$ cat src/rtl/sqd_pkg.sv
package sqd_pkg;
  // Each state names the longest recent suffix that is a prefix of 1100 or 1011.
  typedef enum logic [2:0] {
    ST_NONE = 3'd0,
    ST_P1   = 3'd1,
    ST_P11  = 3'd2,
    ST_P110 = 3'd3,
    ST_P10  = 3'd4,
    ST_P101 = 3'd5
  } sqd_state_e;

  localparam int SQD_PAT_LEN = 4;
  localparam logic [SQD_PAT_LEN-1:0] SQD_PAT_A = 4'b1100;
  localparam logic [SQD_PAT_LEN-1:0] SQD_PAT_B = 4'b1011;
endpackage

$ cat src/rtl/sqd_step.sv
module sqd_step
  import sqd_pkg::*;
(
  input  sqd_state_e cur_i,
  input  logic       bit_i,
  output sqd_state_e nxt_o,
  output logic       hit_o
);
  always_comb begin
    nxt_o = ST_NONE;
    hit_o = 1'b0;
    unique case (cur_i)
      ST_NONE: nxt_o = bit_i ? ST_P1 : ST_NONE;
      ST_P1:   nxt_o = bit_i ? ST_P11 : ST_P10;
      ST_P11:  nxt_o = bit_i ? ST_P11 : ST_P110;
      ST_P110: begin
        if (bit_i) nxt_o = ST_P101;
        else begin
          nxt_o = ST_NONE;
          hit_o = 1'b1;
        end
      end
      ST_P10:  nxt_o = bit_i ? ST_P101 : ST_NONE;
      ST_P101: begin
        if (bit_i) begin
          nxt_o = ST_P11;
          hit_o = 1'b1;
        end else nxt_o = ST_P10;
      end
      default: begin
        nxt_o = ST_NONE;
        hit_o = 1'b0;
      end
    endcase
  end
endmodule

$ cat src/rtl/sqd_state_reg.sv
module sqd_state_reg
  import sqd_pkg::*;
(
  input  logic       clk_i,
  input  logic       rst_i,
  input  sqd_state_e nxt_i,
  output sqd_state_e cur_o
);
  always_ff @(posedge clk_i) begin
    if (rst_i) cur_o <= ST_NONE;
    else       cur_o <= nxt_i;
  end

  p_idle_after_reset_r6: assert property (@(posedge clk_i) disable iff (rst_i)
    $past(rst_i) |-> (cur_o == ST_NONE));

  p_legal_state_r6: assert property (@(posedge clk_i) disable iff (rst_i)
    (cur_o inside {ST_NONE, ST_P1, ST_P11, ST_P110, ST_P10, ST_P101}));
endmodule

$ cat src/rtl/sqd_dual_detect.sv
module sqd_dual_detect
  import sqd_pkg::*;
(
  input  logic clk_i,
  input  logic rst_i,
  input  logic din_i,
  output logic det_o
);
  localparam int HistW = SQD_PAT_LEN - 1;

  sqd_state_e cur_q;
  sqd_state_e nxt_d;
  logic       hit_d;

  sqd_step u_step (
    .cur_i (cur_q),
    .bit_i (din_i),
    .nxt_o (nxt_d),
    .hit_o (hit_d)
  );

  sqd_state_reg u_state (
    .clk_i (clk_i),
    .rst_i (rst_i),
    .nxt_i (nxt_d),
    .cur_o (cur_q)
  );

  assign det_o = hit_d & ~rst_i;

  // Shadow history of the bits taken since reset; it feeds the assertions only.
  logic [HistW-1:0] chk_hist_q;
  logic [1:0]       chk_fill_q;
  always_ff @(posedge clk_i) begin
    if (rst_i) begin
      chk_hist_q <= '0;
      chk_fill_q <= '0;
    end else begin
      chk_hist_q <= {chk_hist_q[HistW-2:0], din_i};
      if (chk_fill_q != 2'd3) chk_fill_q <= chk_fill_q + 2'd1;
    end
  end

  always_comb begin
    if (rst_i) p_quiet_in_reset_r6: assert (!det_o);
  end

  p_warmup_quiet_r7: assert property (@(posedge clk_i) disable iff (rst_i)
    (chk_fill_q != 2'd3) |-> !det_o);

  p_hit_pat_a_r1: assert property (@(posedge clk_i) disable iff (rst_i)
    ((chk_fill_q == 2'd3) && ({chk_hist_q, din_i} == SQD_PAT_A)) |-> det_o);

  p_hit_pat_b_r2: assert property (@(posedge clk_i) disable iff (rst_i)
    ((chk_fill_q == 2'd3) && ({chk_hist_q, din_i} == SQD_PAT_B)) |-> det_o);

  p_no_false_hit_r3: assert property (@(posedge clk_i) disable iff (rst_i)
    det_o |-> ((chk_fill_q == 2'd3) &&
               (({chk_hist_q, din_i} == SQD_PAT_A) || ({chk_hist_q, din_i} == SQD_PAT_B))));
endmodule

$ cat config.mk
export PLATFORM = sky130hd
export DESIGN_NAME = sqd_dual_detect
export DESIGN_NICKNAME = d
export VERILOG_FILES = /design/src/rtl/sqd_pkg.sv /design/src/rtl/sqd_step.sv /design/src/rtl/sqd_state_reg.sv /design/src/rtl/sqd_dual_detect.sv
export SDC_FILE = /design/constraint.sdc
export NUM_CORES = 1
export LEC_CHECK = 0
export ABC_AREA = 1
export BUFFER_PORTS_ARGS = -buffer_cell sky130_fd_sc_hd__buf_4
export CAP_MARGIN = 0
export CORE_AREA = 8 8 45 47
export DETAILED_ROUTE_END_ITERATION = 8
export DIE_AREA = 0 0 53 55
export PLACE_DENSITY = 0.31
export SYNTH_ARGS = -nofsm -noshare
export SYNTH_HDL_FRONTEND = slang
export SYNTH_SLANG_ARGS = --single-unit
$ cat constraint.sdc
create_clock -name clk_i -period 1.5 [get_ports clk_i]
set_input_delay 0.15 -clock clk_i [delete_from_list [all_inputs] [get_ports clk_i]]
set_output_delay 0.15 -clock clk_i [all_outputs]
set_load 0.02 [all_outputs]
==> key figures, run 1 <==
Status
  • Status: finished, final reports clean

Synth
  • Mapped Cells: 30
  • Largest family of logic cells by synthesized area: simple AND/OR/NAND/NOR gates
  • Mux contribution to synthesized area: 0
  • Mapped Area: 174 sq um
  • Adder-cell share of the synthesized area: 0
  • Compound-Gate Fraction of Synth Area: 0.0863
  • Register bit total from synthesis: 3
  • Yosys cell types: 10
  • Ys Warns: 0
  • Top cell type's share of synthesized area: 0.345
  • Syn_nets: 33
  • Synth area leaders: dfxtp_1 35%, nand2_1 17%, nor2_1 13%
  • Post-Synth XOR/XNOR Area: 0
  • Post-synth top area cell: dfxtp_1
  • Sequential fraction of the synthesis area: 0.345
  • Avg Inst Size Synth: 5.80 sq um
  • Post-Synth Simple-Gate Area: 0.460

Clocking
  • Hold Buf Count CTS: 0
  • Htree depth: 1
  • Max clock buf depth: 2
  • Setup bufs post-CTS: 0
  • Worst-Skew Late Latency: 230 ps
  • CTS tree: built
  • Clock sinks: 3
  • TritonCTS Buffers: 3
  • Post-CTS sizing: 0
  • Register clock-pin slew on the reported worst setup and hold paths: 40 ps
  • Root buffer cell: clkbuf_4

Worst setup path
  • Worst Path Max Fanout: 5
  • Endpoint type of the worst setup path: output port
  • CP startpoint kind: register
  • CP Data Required Time: 1350 ps
  • Critical Path AT: 1070 ps
  • Critical Setup Path Class: reg2out

Die
  • Die Span X: 53 um
  • Placeable Area: 1380 sq um
  • Die Ht: 55 um
  • I/O pins: 4
  • Die footprint: 2920 sq um
  • Row cnt: 14
  • Initial Utilization: 0.126

Finish
  • Nets: 41
  • Commonest cells after routing, fill and taps aside: 8 x nand2_1, 6 x nor2_1, 4 x inv_1
  • Seq. cell area: 60.1 sq um
  • Area occupied by multi-input gates: 95.1 sq um
  • Area grow syn2layout: 39.6%
  • Layout cells sized above 1: 0.216
  • Fillers: 160
  • Largest register FFs: 3
  • Regs by FF count: u_state.cur_o x3
  • Number of antenna diodes: 0
  • Most common cell after layout, fill and taps aside: nand2_1
  • Largest Register: u_state.cur_o
  • Cell area after layout: 243 sq um

STA
  • Setup_tns: 0 ps
  • Min cycle time layout: 1220 ps
  • Period utilization: 0.815
  • RSZ-0062 raised after global routing: false
  • Final setup fails: 0
  • Final Hold Fails: 0
  • FMAX: 0.818 GHz
  • Final hold slack: 91.3 ps
  • Rel. slew slack: 0.860
  • Final setup margin: 278 ps
  • Layout Skew: 0.154 ps
  • Slew Viols, Final: 0
  • Worst slew pin tran: 210 ps

Power
  • Worst vdd rail ir drop: 0.284 mV
  • Leakage power total: 0.118 nW
  • Power per standard cell area: 1100 nW/um^2

Route
  • DR iter-0 viols: 10
  • Via/cell ratio: 3.74
  • DRC: 0
  • WL final: 383 um
  • Wire per inst: 7.23 um
  • First-pass iteration count of the detailed router: 5
  • Via count: 198
  • Antenna Nets Post-Route: 0

Place
  • DP Area: 216 sq um
  • PortBufs: 3
  • Detailed Place HPWL: 305 um
  • RD Place Congestion: 0.647
  • Post-Place Setup Slack: 514 ps

Global routing
  • GR Overflow Total: 0
  • Total GRT Usage: 0.0295
  • Vias in the first global route: 156
  • Antenna violations before repair: 0
  • Largest net degree at the start of global routing: 8
  • First-pass GRT wire length: 600 um

Min path
  • Hold Path Class: in2reg

Job
  • Max_cap viols: 0
## kinds of logic after synthesis
logic type | Yosys count
and+or+nand+nor | 19
AOI/OAI and AO/OA | 3
buffers and inverters | 5
DFF | 3
## cell type report
cell class	instances	share of cell area
Clock buffer	4	0.108
Inverter	5	0.0773
Multi-Input combinational cell	22	0.392
Sequential cell	3	0.247
Tap cell	16	0.0825
Timing Repair Buffer	3	0.0928
## metrics by stage
step	utilization	instances	total power, mW
detailed placement	0.156	49	0.130
finish	0.175	53	0.268
CTS	0.175	53	0.277
floorplan	-	30	0.117
global placement	0.156	49	0.131
global route	0.175	53	0.292
## cell usage after synthesis
cell and instances:
nor2_1 6, dfxtp_1 3, inv_1 4, inv_2 1
nand3_1 3, o21ai_0 1, a21oi_1 2, nor2_2 1
nand2_1 8, nand4_1 1
## worst max-delay path, stage by stage, from the launching register on
cell and delay (ps):
dfxtp_1 340, nor2_2 130, nand2_1 80, a21oi_1 140
buf_4 160
## final timing paths
check / startpoint / endpoint / slack, ps / cells past startpoint
setup / recovery: u_state.cur_o[1] / det_o / 280 / 4
hold / removal: rst_i / u_state.cur_o[2] / 90 / 2
setup reg to reg: u_state.cur_o[0] / u_state.cur_o[2] / 610 / 5
hold reg to reg: u_state.cur_o[0] / u_state.cur_o[1] / 580 / 2
## layer usage
metal	vias to the layer above	GRT usage	routed length, um
met1	89	0.0289	177
met4	0	0.0259	0
met5	-	0	0
li1	107	-	-
met2	2	0.0371	177
met3	0	0.0267	28
## where the power goes
part | switching [mW] | total [mW] | internal, mW
Combinational | 0.0195 | 0.0343 | 0.0148
Clock | 0.0397 | 0.139 | 0.0996
Sequential | 0.00790 | 0.0942 | 0.0863
Power figures use the tool's default switching activity.
==> run 2: changes to the inputs <==
PLACE_DENSITY = 0.32   (was 0.31)
clock period = 1.1 ns   (was 1.5 ns; I/O delays follow)
==> key figures, run 2 (same netlist as run 1, synthesis figures left out) <==
Worst setup path
  • Critical Path AT: 1000 ps
  • CP Data Required Time: 990 ps
  • Worst Path Max Fanout: 4
  • Endpoint type of the worst setup path: output port
  • CP startpoint kind: register
  • Critical Setup Path Class: reg2out

Place
  • Detailed Place HPWL: 322 um
  • RD Place Congestion: 0.712
  • PortBufs: 3
  • Post-Place Setup Slack: 164 ps

Global routing
  • First-pass GRT wire length: 828 um
  • Vias in the first global route: 219
  • Antenna violations before repair: 0
  • GR Overflow Total: 0
  • Total GRT Usage: 0.0431
  • Largest net degree at the start of global routing: 8

Power
  • Power per standard cell area: 1320 nW/um^2
  • Leakage power total: 0.141 nW
  • Tot Pwr: 0.392 mW
  • Worst vdd rail ir drop: 0.484 mV

Clocking
  • TritonCTS Buffers: 3
  • Htree depth: 1
  • Hold Buf Count CTS: 0
  • Clock sinks: 3
  • CTS tree: built
  • Register clock-pin slew on the reported worst setup and hold paths: 40 ps
  • Max clock buf depth: 2
  • Worst-Skew Late Latency: 230 ps
  • Root buffer cell: clkbuf_4

STA
  • Final Hold Fails: 0
  • FMAX: 0.899 GHz
  • Min cycle time layout: 1110 ps
  • Rel. slew slack: 0.886
  • RSZ-0062 raised after global routing: true
  • Slew Viols, Final: 0
  • Period utilization: 1.01
  • Final setup margin: -12.4 ps
  • Worst slew pin tran: 170 ps
  • Layout Skew: 0.433 ps
  • Final setup fails: 1

Route
  • First-pass iteration count of the detailed router: 4
  • Via/cell ratio: 3.81
  • Met3 wire len: 15 um
  • DR iter-0 viols: 2
  • Wire per inst: 9.26 um
  • WL final: 528 um
  • Via count: 217
  • DRC: 0
  • Met2 wire len: 301 um
  • Antenna Nets Post-Route: 0
  • Top Layer Used: met4
  • Metal-1 WL: 205 um

Finish
  • Layout cells sized above 1: 0.439
  • Regs by FF count: u_state.cur_o x3
  • Largest register FFs: 3
  • Area occupied by multi-input gates: 106 sq um
  • Post-layout util: 0.214
  • Largest Register: u_state.cur_o
  • Most common cell after layout, fill and taps aside: nand2_1
  • Nets: 45
  • Seq. cell area: 68.8 sq um
  • Commonest cells after routing, fill and taps aside: 7 x nand2_1, 6 x nor2_1, 6 x buf_4
  • Area grow syn2layout: 70.5%
  • Number of antenna diodes: 0
  • Fillers: 163

Die
  • Die Span X: 53 um
  • Row cnt: 14
  • Placeable Area: 1380 sq um
  • Die footprint: 2920 sq um
  • Die Ht: 55 um
  • I/O pins: 4
  • Initial Utilization: 0.126

Min path
  • Hold Path Class: in2reg

Status
  • Failing checks: setup timing
  • Status: complete, but fails checks

Job
  • Max_cap viols: 0
## run 2: path summary, 6_finish.rpt
| kind | slack, ps | endpoint | start | cells after the start |
|---|---|---|---|---|
| worst max-delay path | -10 | det_o | u_state.cur_o[1] | 4 |
| worst min-delay path | 50 | u_state.cur_o[1] | rst_i | 2 |
| worst max register to register | 170 | u_state.cur_o[2] | u_state.cur_o[2] | 7 |
| worst min register to register | 620 | u_state.cur_o[1] | u_state.cur_o[1] | 4 |
## run 2: metal layers
layer / vias to the layer above / GRT usage
li1: 114 / -
met1: 99 / 0.0348
met2: 2 / 0.0684
met3: 2 / 0.0160
met4: 0 / 0.0647
met5: - / 0
## run 2: final cells by class
class	instances	area share
multi-input cells	22	0.359
flip-flops and latches	3	0.232
repair buffers	7	0.190
clock buffers	4	0.0886
well taps	16	0.0675
inverters	5	0.0633
## run 2: through the flow
stage          hold slack (ps)  instance area (sq um)  instances  setup TNS [ps]
3_3_place_gp               300                    216         49               0
6_report                  51.0                    297         57           -12.4
3_5_place_dp               296                    216         49               0
2_1_floorplan              179                    174         30               0
4_1_cts                   36.8                    274         55           -27.4
5_1_grt                   34.1                    297         57           -76.0
## run 2: power breakdown
| part | switching [mW] | internal, mW | total, mW |
|---|---|---|---|
| registers | 0.0115 | 0.118 | 0.129 |
| logic | 0.0361 | 0.0350 | 0.0711 |
| clock network | 0.0556 | 0.136 | 0.191 |
## run 2: timing repair
action | in CTS | in global routing
pin swaps | 2 | 1
resized for setup | 8 | 3
buffers inserted | 2 | 2
setup endpoints to repair | 1 | 1
## run 2: worst max-delay path, stage by stage, from the launching register on
cell and delay [ps]:
dfxtp_4 350, nor2_4 100, nand2_2 60, a21oi_2 130
buf_6 130
